--- config.mk ---
export PLATFORM = sky130hd
export DESIGN_NAME = dma_mover
export DESIGN_NICKNAME = d
export VERILOG_FILES = /design/src/rtl/dma_pkg.sv /design/src/rtl/dma_chan.sv /design/src/rtl/dma_arbiter.sv /design/src/rtl/dma_engine.sv /design/src/rtl/dma_mover.sv
export SDC_FILE = /design/constraint.sdc
export NUM_CORES = 1
export LEC_CHECK = 0
export BUFFER_PORTS_ARGS = -buffer_cell sky130_fd_sc_hd__buf_2
export CAP_MARGIN = 20
export CORE_MARGIN = 1.5
export CORE_UTILIZATION = 50
export DETAILED_ROUTE_END_ITERATION = 8
export PLACE_DENSITY = 0.76
export SLEW_MARGIN = 20
export SYNTH_ARGS = -nofsm -noshare
export SYNTH_HDL_FRONTEND = slang
export SYNTH_SLANG_ARGS = --single-unit
--- constraint.sdc ---
create_clock -name clk -period 2.55 [get_ports clk]
set_input_delay 0.1275 -clock clk [delete_from_list [all_inputs] [get_ports clk]]
set_output_delay 0.1275 -clock clk [all_outputs]
set_load 0.02 [all_outputs]
--- src/rtl/dma_pkg.sv ---
package dma_pkg;

    typedef enum logic [1:0] {
        ENG_IDLE  = 2'd0,
        ENG_READ  = 2'd1,
        ENG_HOLD  = 2'd2,
        ENG_WRITE = 2'd3
    } eng_state_t;

    localparam int          FLD_W  = 3;
    localparam logic [2:0]  FLD_SRC  = 3'd0;
    localparam logic [2:0]  FLD_DST  = 3'd1;
    localparam logic [2:0]  FLD_CNT  = 3'd2;
    localparam logic [2:0]  FLD_CTRL = 3'd3;
    localparam logic [2:0]  FLD_KICK = 3'd4;

    localparam int CTRL_BLOCK   = 0;
    localparam int CTRL_IRQ_EN  = 1;
    localparam int CTRL_SEL_LSB = 2;

endpackage

--- src/rtl/dma_chan.sv ---
module dma_chan
    import dma_pkg::*;
#(
    parameter int ADDR_W = 16,
    parameter int CNT_W  = 8,
    parameter int IRQ_W  = 8,
    parameter int SEL_W  = 3
) (
    input  logic              clk,
    input  logic              rst_n,
    input  logic              wr_en,
    input  logic [FLD_W-1:0]  wr_fld,
    input  logic [ADDR_W-1:0] wr_data,
    input  logic [IRQ_W-1:0]  irq_rise,
    input  logic              grant,
    input  logic              step,
    output logic              req,
    output logic [ADDR_W-1:0] src_addr,
    output logic [ADDR_W-1:0] dst_addr,
    output logic              done_flag,
    output logic              done_pulse
);

    logic [ADDR_W-1:0] src_q, dst_q;
    logic [CNT_W-1:0]  cnt_q, cnt_after;
    logic              block_q, irq_en_q;
    logic [SEL_W-1:0]  sel_q;
    logic              pend_q, run_q;
    logic              flag_q, pulse_q;
    logic              trig, accept;

    // count as it stands once the current move (if any) has finished
    always_comb begin
        cnt_after = step ? cnt_q - 1'b1 : cnt_q;
    end

    always_comb begin
        trig   = (wr_en && (wr_fld == FLD_KICK)) || (irq_en_q && irq_rise[sel_q]);
        accept = trig && (cnt_after != '0);
    end

    always_ff @(posedge clk or negedge rst_n) begin
        if (!rst_n) begin
            src_q    <= '0;
            dst_q    <= '0;
            cnt_q    <= '0;
            block_q  <= 1'b0;
            irq_en_q <= 1'b0;
            sel_q    <= '0;
            pend_q   <= 1'b0;
            run_q    <= 1'b0;
            flag_q   <= 1'b0;
            pulse_q  <= 1'b0;
        end else begin
            pulse_q <= 1'b0;
            if (step) begin
                src_q <= src_q + 1'b1;
                dst_q <= dst_q + 1'b1;
                cnt_q <= cnt_after;
                if (cnt_after == '0) begin
                    flag_q  <= 1'b1;
                    pulse_q <= 1'b1;
                    run_q   <= 1'b0;
                    pend_q  <= 1'b0;
                end
            end
            if (grant) begin
                pend_q <= 1'b0;
            end
            if (accept) begin
                if (block_q) begin
                    run_q <= 1'b1;
                end else begin
                    pend_q <= 1'b1;
                end
            end
            if (wr_en) begin
                unique case (wr_fld)
                    FLD_SRC: src_q <= wr_data;
                    FLD_DST: dst_q <= wr_data;
                    FLD_CNT: begin
                        cnt_q  <= wr_data[CNT_W-1:0];
                        flag_q <= 1'b0;
                        pend_q <= 1'b0;
                        run_q  <= 1'b0;
                    end
                    FLD_CTRL: begin
                        block_q  <= wr_data[CTRL_BLOCK];
                        irq_en_q <= wr_data[CTRL_IRQ_EN];
                        sel_q    <= wr_data[CTRL_SEL_LSB +: SEL_W];
                    end
                    default: ;
                endcase
            end
        end
    end

    assign req        = (pend_q || run_q) && (cnt_q != '0);
    assign src_addr   = src_q;
    assign dst_addr   = dst_q;
    assign done_flag  = flag_q;
    assign done_pulse = pulse_q;

endmodule

--- src/rtl/dma_arbiter.sv ---
module dma_arbiter #(
    parameter int NUM_CH = 4,
    parameter int IDX_W  = 2
) (
    input  logic [NUM_CH-1:0] req,
    output logic              any,
    output logic [IDX_W-1:0]  win_idx
);

    // lowest index wins: scan downwards so the last hit is the smallest
    always_comb begin
        any     = 1'b0;
        win_idx = '0;
        for (int k = NUM_CH - 1; k >= 0; k--) begin
            if (req[k]) begin
                any     = 1'b1;
                win_idx = IDX_W'(k);
            end
        end
    end

endmodule

--- src/rtl/dma_engine.sv ---
module dma_engine
    import dma_pkg::*;
#(
    parameter int ADDR_W = 16,
    parameter int IDX_W  = 2
) (
    input  logic              clk,
    input  logic              rst_n,
    input  logic              any_req,
    input  logic [IDX_W-1:0]  win_idx,
    input  logic [ADDR_W-1:0] src_addr,
    input  logic [ADDR_W-1:0] dst_addr,
    input  logic [7:0]        mem_rdata,
    output logic [IDX_W-1:0]  cur_idx,
    output logic              grant_en,
    output logic              step_en,
    output logic              mem_req,
    output logic              mem_we,
    output logic [ADDR_W-1:0] mem_addr,
    output logic [7:0]        mem_wdata
);

    eng_state_t       state_q, state_d;
    logic [IDX_W-1:0] cur_q;
    logic [7:0]       byte_q;

    always_ff @(posedge clk or negedge rst_n) begin
        if (!rst_n) begin
            state_q <= ENG_IDLE;
        end else begin
            state_q <= state_d;
        end
    end

    always_ff @(posedge clk or negedge rst_n) begin
        if (!rst_n) begin
            cur_q  <= '0;
            byte_q <= '0;
        end else begin
            if ((state_q == ENG_IDLE) && any_req) begin
                cur_q <= win_idx;
            end
            if (state_q == ENG_HOLD) begin
                byte_q <= mem_rdata;
            end
        end
    end

    always_comb begin
        state_d = state_q;
        unique case (state_q)
            ENG_IDLE:  if (any_req) state_d = ENG_READ;
            ENG_READ:  state_d = ENG_HOLD;
            ENG_HOLD:  state_d = ENG_WRITE;
            ENG_WRITE: state_d = ENG_IDLE;
            default:   state_d = ENG_IDLE;
        endcase
    end

    always_comb begin
        grant_en  = 1'b0;
        step_en   = 1'b0;
        mem_req   = 1'b0;
        mem_we    = 1'b0;
        mem_addr  = '0;
        unique case (state_q)
            ENG_IDLE:  grant_en = any_req;
            ENG_READ: begin
                mem_req  = 1'b1;
                mem_addr = src_addr;
            end
            ENG_HOLD:  ;
            ENG_WRITE: begin
                mem_req  = 1'b1;
                mem_we   = 1'b1;
                mem_addr = dst_addr;
                step_en  = 1'b1;
            end
            default:   ;
        endcase
    end

    assign mem_wdata = byte_q;
    assign cur_idx   = cur_q;

endmodule

--- src/rtl/dma_mover.sv ---
module dma_mover
    import dma_pkg::*;
#(
    parameter int NUM_CH = 4,
    parameter int ADDR_W = 16,
    parameter int CNT_W  = 8,
    parameter int IRQ_W  = 8
) (
    input  logic                                   clk,
    input  logic                                   rst_n,
    input  logic                                   cfg_we,
    input  logic [(NUM_CH > 1 ? $clog2(NUM_CH) : 1)-1:0] cfg_ch,
    input  logic [2:0]                             cfg_fld,
    input  logic [ADDR_W-1:0]                      cfg_wdata,
    input  logic [IRQ_W-1:0]                       irq_in,
    output logic                                   mem_req,
    output logic                                   mem_we,
    output logic [ADDR_W-1:0]                      mem_addr,
    output logic [7:0]                             mem_wdata,
    input  logic [7:0]                             mem_rdata,
    output logic [NUM_CH-1:0]                      done_flag,
    output logic [NUM_CH-1:0]                      done_pulse
);

    localparam int IDX_W = (NUM_CH > 1) ? $clog2(NUM_CH) : 1;
    localparam int SEL_W = (IRQ_W > 1) ? $clog2(IRQ_W) : 1;

    logic [IRQ_W-1:0]  irq_q, irq_rise;
    logic [NUM_CH-1:0] ch_req;
    logic [ADDR_W-1:0] src_arr [NUM_CH];
    logic [ADDR_W-1:0] dst_arr [NUM_CH];
    logic              any_req, grant_en, step_en;
    logic [IDX_W-1:0]  win_idx, cur_idx;

    always_ff @(posedge clk or negedge rst_n) begin
        if (!rst_n) begin
            irq_q <= '0;
        end else begin
            irq_q <= irq_in;
        end
    end

    assign irq_rise = irq_in & ~irq_q;

    for (genvar g = 0; g < NUM_CH; g++) begin : g_chan
        dma_chan #(
            .ADDR_W (ADDR_W),
            .CNT_W  (CNT_W),
            .IRQ_W  (IRQ_W),
            .SEL_W  (SEL_W)
        ) u_chan (
            .clk        (clk),
            .rst_n      (rst_n),
            .wr_en      (cfg_we && (cfg_ch == IDX_W'(g))),
            .wr_fld     (cfg_fld),
            .wr_data    (cfg_wdata),
            .irq_rise   (irq_rise),
            .grant      (grant_en && (win_idx == IDX_W'(g))),
            .step       (step_en && (cur_idx == IDX_W'(g))),
            .req        (ch_req[g]),
            .src_addr   (src_arr[g]),
            .dst_addr   (dst_arr[g]),
            .done_flag  (done_flag[g]),
            .done_pulse (done_pulse[g])
        );
    end

    dma_arbiter #(
        .NUM_CH (NUM_CH),
        .IDX_W  (IDX_W)
    ) u_arb (
        .req     (ch_req),
        .any     (any_req),
        .win_idx (win_idx)
    );

    dma_engine #(
        .ADDR_W (ADDR_W),
        .IDX_W  (IDX_W)
    ) u_eng (
        .clk       (clk),
        .rst_n     (rst_n),
        .any_req   (any_req),
        .win_idx   (win_idx),
        .src_addr  (src_arr[cur_idx]),
        .dst_addr  (dst_arr[cur_idx]),
        .mem_rdata (mem_rdata),
        .cur_idx   (cur_idx),
        .grant_en  (grant_en),
        .step_en   (step_en),
        .mem_req   (mem_req),
        .mem_we    (mem_we),
        .mem_addr  (mem_addr),
        .mem_wdata (mem_wdata)
    );

endmodule

== Word level (Yosys, flattened, before mapping) ==
Index checks and enable logic that the tools add are counted.
W data, S select, Z words.

* $add $sub $neg: 12
* Magnitude comparators: 5
* Equality and inequality tests: 17
* Mux-type cells: 144
* Bitwise operators: 3
* Reduce and logical (&&, ||, !) cells: 59

{| class="wikitable"
|+ Operator list
! kind !! number
|-
| $mux W16 || 28
|-
| $add A16 B1 Y16 const B || 8
|-
| $mux W8 || 16
|-
| $mux W1 || 87
|-
| $bmux W16 S2 || 2
|-
| $reduce_bool A8 Y1 || 8
|-
| $logic_not A8 Y1 || 4
|-
| $pmux W16 S2 || 1
|-
| $sub A8 B1 Y8 const B || 4
|-
| $logic_and A1 B1 Y1 || 29
|-
| $eq A2 B2 Y1 const B || 8
|-
| $lt A3 B4 Y1 const B || 4
|-
| $bmux W1 S3 || 4
|-
| $mux W2 || 5
|-
| $and A8 B8 Y8 || 1
|-
| $eq A2 B1 Y1 const B || 4
|-
| $logic_not A2 Y1 || 4
|-
| $logic_or A1 B1 Y1 || 8
|-
| $not A8 Y8 || 1
|-
| $pmux W2 S4 || 1
|-
| $reduce_and A2 Y1 || 4
|-
| $eq A3 B2 Y1 const B || 2
|-
| $eq A3 B1 Y1 const B || 1
|-
| $eq A3 B3 Y1 const B || 1
|-
| 5 further kinds || 5
|}

* Flip-flop bits (word level): 216

== Longest topological paths before layout ==
* Word-level depth: 13
* Depth in mapped cells: 8
* Depth with buffers taken out: 7

== Modules after synthesis ==
A second synthesis with hierarchy kept.

* Cell total of the unflattened synthesis: 1217
* Area total of the unflattened synthesis: 12310.6 µm²

{| class="wikitable"
|+ By module, submodules not included
! module !! instances !! cells an instance !! area each (µm²) !! seq. area each (µm²)
|-
| dma_chan || 4 || 271 || 2601.2 || 1226.2
|-
| dma_mover || 1 || 68 || 1162.4 || 200.2
|-
| dma_engine || 1 || 58 || 708.2 || 300.3
|-
| dma_arbiter || 1 || 7 || 35.0 || 0.0
|}

== Worst setup path after synthesis ==
Ideal clock, no wire load.

* Kind: register to register
* Start: reg u_eng.state_q[0]
* End: reg g_chan[0].u_chan.pend_q
* Arrival time: 2019 ps
* Data required time: 2419 ps
* Slack: 400 ps
* Stages on the path, launching flop included: 9
* Clock period less this slack: 2150 ps
* Cells stage by stage: dfrtp_1 ha_1 buf_4 or3b_1 buf_6 nor4_2 o31ai_1 o21ai_0 o22ai_1

* Longest elaborated chain between the ends: 12

{| class="wikitable"
|+ RTL lines
! item !! RTL line !! RTL
|-
| start, declared || dma_engine.sv:23 || <nowiki>eng_state_t state_q, state_d;</nowiki>
|-
| start signal, assigned || dma_engine.sv:31 || <nowiki>state_q <= state_d;</nowiki>
|-
| $eq A2 B2 Y1 * || - ||
|-
| $mux W1 * || - ||
|-
| named net mem_we || dma_mover.sv:17 || <nowiki>output logic mem_we,</nowiki>
|-
| $logic_and A1 B1 Y1 * || dma_mover.sv:59 || <nowiki>.step (step_en && (cur_idx == IDX_W'(g))),</nowiki>
|-
| $mux W8 || dma_chan.sv:34 || <nowiki>cnt_after = step ? cnt_q - 1'b1 : cnt_q;</nowiki>
|-
| $logic_not A8 Y1 || dma_chan.sv:60 || <nowiki>if (cnt_after == '0) begin</nowiki>
|-
| $mux W1 || dma_chan.sv:60 ||
|-
| $mux W1 || dma_chan.sv:56 || <nowiki>if (step) begin</nowiki>
|-
| $mux W1 || dma_chan.sv:67 || <nowiki>if (grant) begin</nowiki>
|-
| $mux W1 || dma_chan.sv:71 || <nowiki>if (block_q) begin</nowiki>
|-
| $mux W1 * || dma_chan.sv:70 || <nowiki>if (accept) begin</nowiki>
|-
| $mux W1 || dma_chan.sv:78 || <nowiki>unique case (wr_fld)</nowiki>
|-
| $mux W1 * || dma_chan.sv:77 || <nowiki>if (wr_en) begin</nowiki>
|-
| end signal, assigned || dma_chan.sv:68 || <nowiki>pend_q <= 1'b0;</nowiki>
|-
| end signal, assigned || dma_chan.sv:74 || <nowiki>pend_q <= 1'b1;</nowiki>
|-
| end signal, assigned || dma_chan.sv:84 || <nowiki>pend_q <= 1'b0;</nowiki>
|-
| end, declared || dma_chan.sv:28 || <nowiki>logic pend_q, run_q;</nowiki>
|}

Mark *: on every way through the listed nets, which the timed path passes. The rest lies on a longest branch.
A chain may end at the register's enable or synchronous reset.

== Worst setup path in the final report ==
* Start: reg u_eng.cur_q[0] (netlist: u_eng.cur_idx[0])
* End: out mem_addr[5]

* Longest elaborated chain between the ends: 5

{| class="wikitable"
|+ RTL lines
! item !! RTL line !! RTL
|-
| start, declared || dma_engine.sv:24 || <nowiki>logic [IDX_W-1:0] cur_q;</nowiki>
|-
| start signal, assigned || dma_engine.sv:41 || <nowiki>cur_q <= win_idx;</nowiki>
|-
| $not A2 Y3 (not written as such) * || dma_mover.sv:85, dma_mover.sv:86 ||
|-
| $bmux W16 S2, on equally long branches || dma_mover.sv:86, dma_mover.sv:85 ||
|-
| $mux W16, on equally long branches (2 in a row) || dma_mover.sv:86, dma_mover.sv:85 ||
|-
| $pmux W16 S2 * || dma_engine.sv:66 || <nowiki>unique case (state_q)</nowiki>
|-
| end, declared || dma_mover.sv:18 || <nowiki>output logic [ADDR_W-1:0] mem_addr,</nowiki>
|}

Mark *: on every way between the ends. The rest lies on a longest branch, timed or not. The select of a mux whose other input is x is not followed.

==> insert_results.sql <==
INSERT INTO impl_metrics (metric_group, metric, value, unit) VALUES
('power', 'peakVddDrop', '0.000603', 'V'),
('synthesis', 'synth.lib_cells_used.distinct', '71', ''),
('clocking', 'h_tree_depth', '1', ''),
('hold_path', 'holdPathEnd', 'g_chan[1].u_chan.cnt_q[1]$_DFF_PN0_', ''),
('synthesis', 'synth-warning-count', '0', ''),
('timing', 'timing.slew.headroom', '0.295', ''),
('critical_path', 'critical-path-top-delay-family', 'multiplexers', ''),
('timing', 'fmax', '403', 'MHz'),
('layout', 'fillers', '2063', ''),
('critical_path', 'worst_ep_required_time', '2420', 'ps'),
('placement', 'final_weighted_congestion_in_routability_driven_placement', '0.855', ''),
('clocking', 'cts_made_buffers', '25', ''),
('hold_path', 'kind_of_path_behind_the_tightest_hold_check', 'input port to register', ''),
('critical_path', 'cp_data_arrival_time', '2350', 'ps'),
('critical_path', 'cp.buffers_inverters', '2', ''),
('global_routing', 'antenna_violations_before_repair', '0', ''),
('critical_path', 'worst_r2r_startpoint', 'u_eng.state_q[0]$_DFFE_PN0P_', ''),
('timing', 'finalHoldViolCount', '0', ''),
('layout', 'insertedDiodeCount', '0', ''),
('synthesis', 'synth-seq-cells', '216', ''),
('critical_path', 'rr_worst_depth', '8', ''),
('synthesis', 'synth-main-ff-cell', 'dfrtp_1', ''),
('synthesis', 'avgSynthCellArea', '9.44', 'um2'),
('floorplan', 'floorplan.die_area', '0.0267', 'mm2'),
('floorplan', 'pin_count', '74', ''),
('critical_path', 'timing.critical_path.from_type', 'register', ''),
('synthesis', 'netlist_area', '0.0128', 'mm2'),
('power', 'total_leakage_power', '0.00572', 'uW'),
('flow_run', 'maximum_capacitance_violations', '0', ''),
('detailed_routing', 'route.antenna.remaining_nets', '0', ''),
('layout', 'instances_no_fill', '1779', ''),
('critical_path', 'worst-path-max-fanout', '16', ''),
('timing', 'period_share', '0.973', ''),
('global_routing', 'grt_pass1_wl', '54700', 'um'),
('power', 'pwr_density_cell', '1130', 'mW/mm2'),
('global_routing', 'globalRoute.busiestLayer', 'met2', ''),
('clocking', 'clock_insertion_delay_worst_skew', '530', 'ps'),
('global_routing', 'global_route.usage.total', '0.258', ''),
('clocking', 'clk_pin_slew_worst_paths', '70', 'ps'),
('outcome', 'outcome', 'finished clean', ''),
('timing', 'rsz0062_at_grt', 'no', ''),
('critical_path', 'slowest_stage', 'mux4_2', ''),
('timing', 'totalNegativeSetupSlack', '0', 'ps'),
('detailed_routing', 'vias', '10634', ''),
('timing', 'drv_slew', '0', ''),
('critical_path', 'worstSetupStartpoint', 'u_eng.cur_idx[0]$_DFFE_PN0P_', ''),
('global_routing', 'grtUsageMet2', '0.426', ''),
('placement', 'placedCellCount', '1711', ''),
('placement', 'dpl.hpwl', '23400', 'um'),
('timing', 'hold-worst-slack', '36.3', 'ps'),
('critical_path', 'largest_stage_delay_on_the_critical_path', '560', 'ps'),
('synthesis', 'cells_after_synth', '1361', ''),
('timing', 'final.min_clock_period', '2480', 'ps'),
('detailed_routing', 'totalWireLength', '33700', 'um'),
('layout', 'mostFrequentLayoutCell', 'dfrtp_1', ''),
('clocking', 'cts.root.buffer_cell', 'clkbuf_16', ''),
('layout', 'drive_above_1_share', '0.169', ''),
('floorplan', 'die_width', '163', 'um'),
('hold_path', 'hold_path_startpoint', 'cfg_wdata[1]', ''),
('layout', 'flow.area_growth_from_synthesis', '13.8', '%'),
('global_routing', 'groute.layer.met3.usage', '0.0350', ''),
('layout', 'layout.nets', '1493', ''),
('timing', 'tightestPinTransition', '1060', 'ps'),
('hold_path', 'whs_path_depth', '3', ''),
('floorplan', 'die_y', '163', 'um'),
('detailed_routing', 'wl_per_cell', '18.9', 'um'),
('clocking', 'cts_max_path_buffers', '3', ''),
('clocking', 'cts.repair_timing.setup_buffer_count', '0', ''),
('synthesis', 'synth-edff-count', '0', ''),
('critical_path', 'setup.reg_to_reg.worst_slack', '130', 'ps'),
('floorplan', 'rows', '58', '');
[worst register-to-register path: cells and delay by family, from the launching register on]
kind | cells | cell delay [ps]
and+or+nand+nor | 3 | 790
buffers and inverters | 2 | 510
DFF | 1 | 410
adders and majority gates | 1 | 310
AOI/OAI and AO/OA | 1 | 170
xor gates and xnor gates | 1 | 160
[metal layers]
metal	up-vias	part of all wire
met5	-	0
met4	0	0.024
met3	59	0.070
met2	392	0.48
met1	5256	0.42
li1	4927	-
[metrics by stage]
| step | total power [uW] | utilization | cell area, um2 | worst slack [ps] |
|---|---|---|---|---|
| 6_report | 16500 | 0.581 | 14600 | 68.3 |
| 5_1_grt | 17500 | 0.581 | 14600 | 14.0 |
| 4_1_cts | 16400 | 0.580 | 14600 | 15.1 |
| 3_5_place_dp | 12700 | 0.536 | 13500 | 123 |
| 3_3_place_gp | 12400 | 0.536 | 13500 | 234 |
| 2_1_floorplan | 10800 | - | 12800 | 400 |
[cell families (layout without fill, tap and decap cells)]
kind of cell | Yosys count | after routing | synth area share
adder cells (fa/ha/maj) | 20 | 20 | 0.0195
flip-flops | 216 | 216 | 0.421
buffers and inverters | 128 | 216 | 0.0448
multiplexers | 72 | 72 | 0.0969
AND/OR/NAND/NOR | 530 | 530 | 0.204
XOR/XNOR | 148 | 148 | 0.101
AO/OA/AOI/OAI | 247 | 247 | 0.113
[report_power, final]
group,switching [uW],internal (uW),total [uW]
combinational,3310,3120,6430
clock,1450,2230,3680
sequential,1710,4700,6410
[Yosys cell counts, types with 5 or more instances]
cell      instances  area (um2)
ha_1             20         250
mux4_2           39         878
nand4_1          32         200
buf_2            14        70.1
or2_2             5        31.3
nand3_1          42         210
and4_1            9        78.8
nor4_1           17         106
nor3_1           33         165
or3_1            10        62.6
dfrtp_1         216        5410
and2_1            6        37.5
a21oi_1          94         470
o31ai_1           5        37.5
nand3b_1          6        45.0
nor2_1          148         556
mux2_2           29         327
and3_1           14        87.6
buf_4            12        90.1
clkbuf_1         50         188
nand2b_1         13        81.3
a31oi_1           7        43.8
inv_1            40         150
o21ai_0          78         390
o22ai_1           9        56.3
xnor2_1          87         762
clkbuf_2          8        40.0
o32ai_1           6        52.6
nand2_1         158         593
xor2_1           61         534
a22o_1           15         131
[flip-flops by register name, indices dropped and copies added (netlist names)]
name	flops
g_chan.u_chan.run_q	4
u_eng.state_q	2
g_chan.u_chan.irq_en_q	4
g_chan.u_chan.done_flag	4
g_chan.u_chan.sel_q	12
g_chan.u_chan.src_addr	64
g_chan.u_chan.done_pulse	4
irq_q	8
g_chan.u_chan.pend_q	4
u_eng.mem_wdata	8
g_chan.u_chan.cnt_q	32
u_eng.cur_idx	2
g_chan.u_chan.dst_addr	64
g_chan.u_chan.block_q	4
[area by class of cell]
type	instances	area [um2]	share of cell area
sequential	216	5410	0.370
inverter	40	150	0.0103
tap	330	413	0.0282
clock inverter	8	108	0.00736
multi-input combinational	1017	6880	0.471
clock buffer	35	743	0.0508
timing repair buffer	133	921	0.0630
[worst max path at each step]
| stage | slack [ps] | endpoint | depth (start not counted) |
|---|---|---|---|
| detailed placement | 120 | g_chan[0].u_chan.dst_addr[13]$_DFF_PN0_ | 8 |
| finish | 70 | mem_addr[5] | 4 |
| global route | 10 | mem_addr[1] | 5 |
| floorplan | 400 | g_chan[0].u_chan.pend_q$_DFF_PN0_ | 8 |
| CTS | 20 | mem_addr[1] | 5 |
| global placement | 230 | g_chan[0].u_chan.dst_addr[15]$_DFF_PN0_ | 8 |
[timing repair]
action,in CTS,in global routing
hold buffers,25,0
setup endpoints to repair,6,7
endpoints found under the hold margin,130,0
gates resized for setup,2,4
pin swaps,0,1
Note: power is estimated with default switching activity, not from simulation.
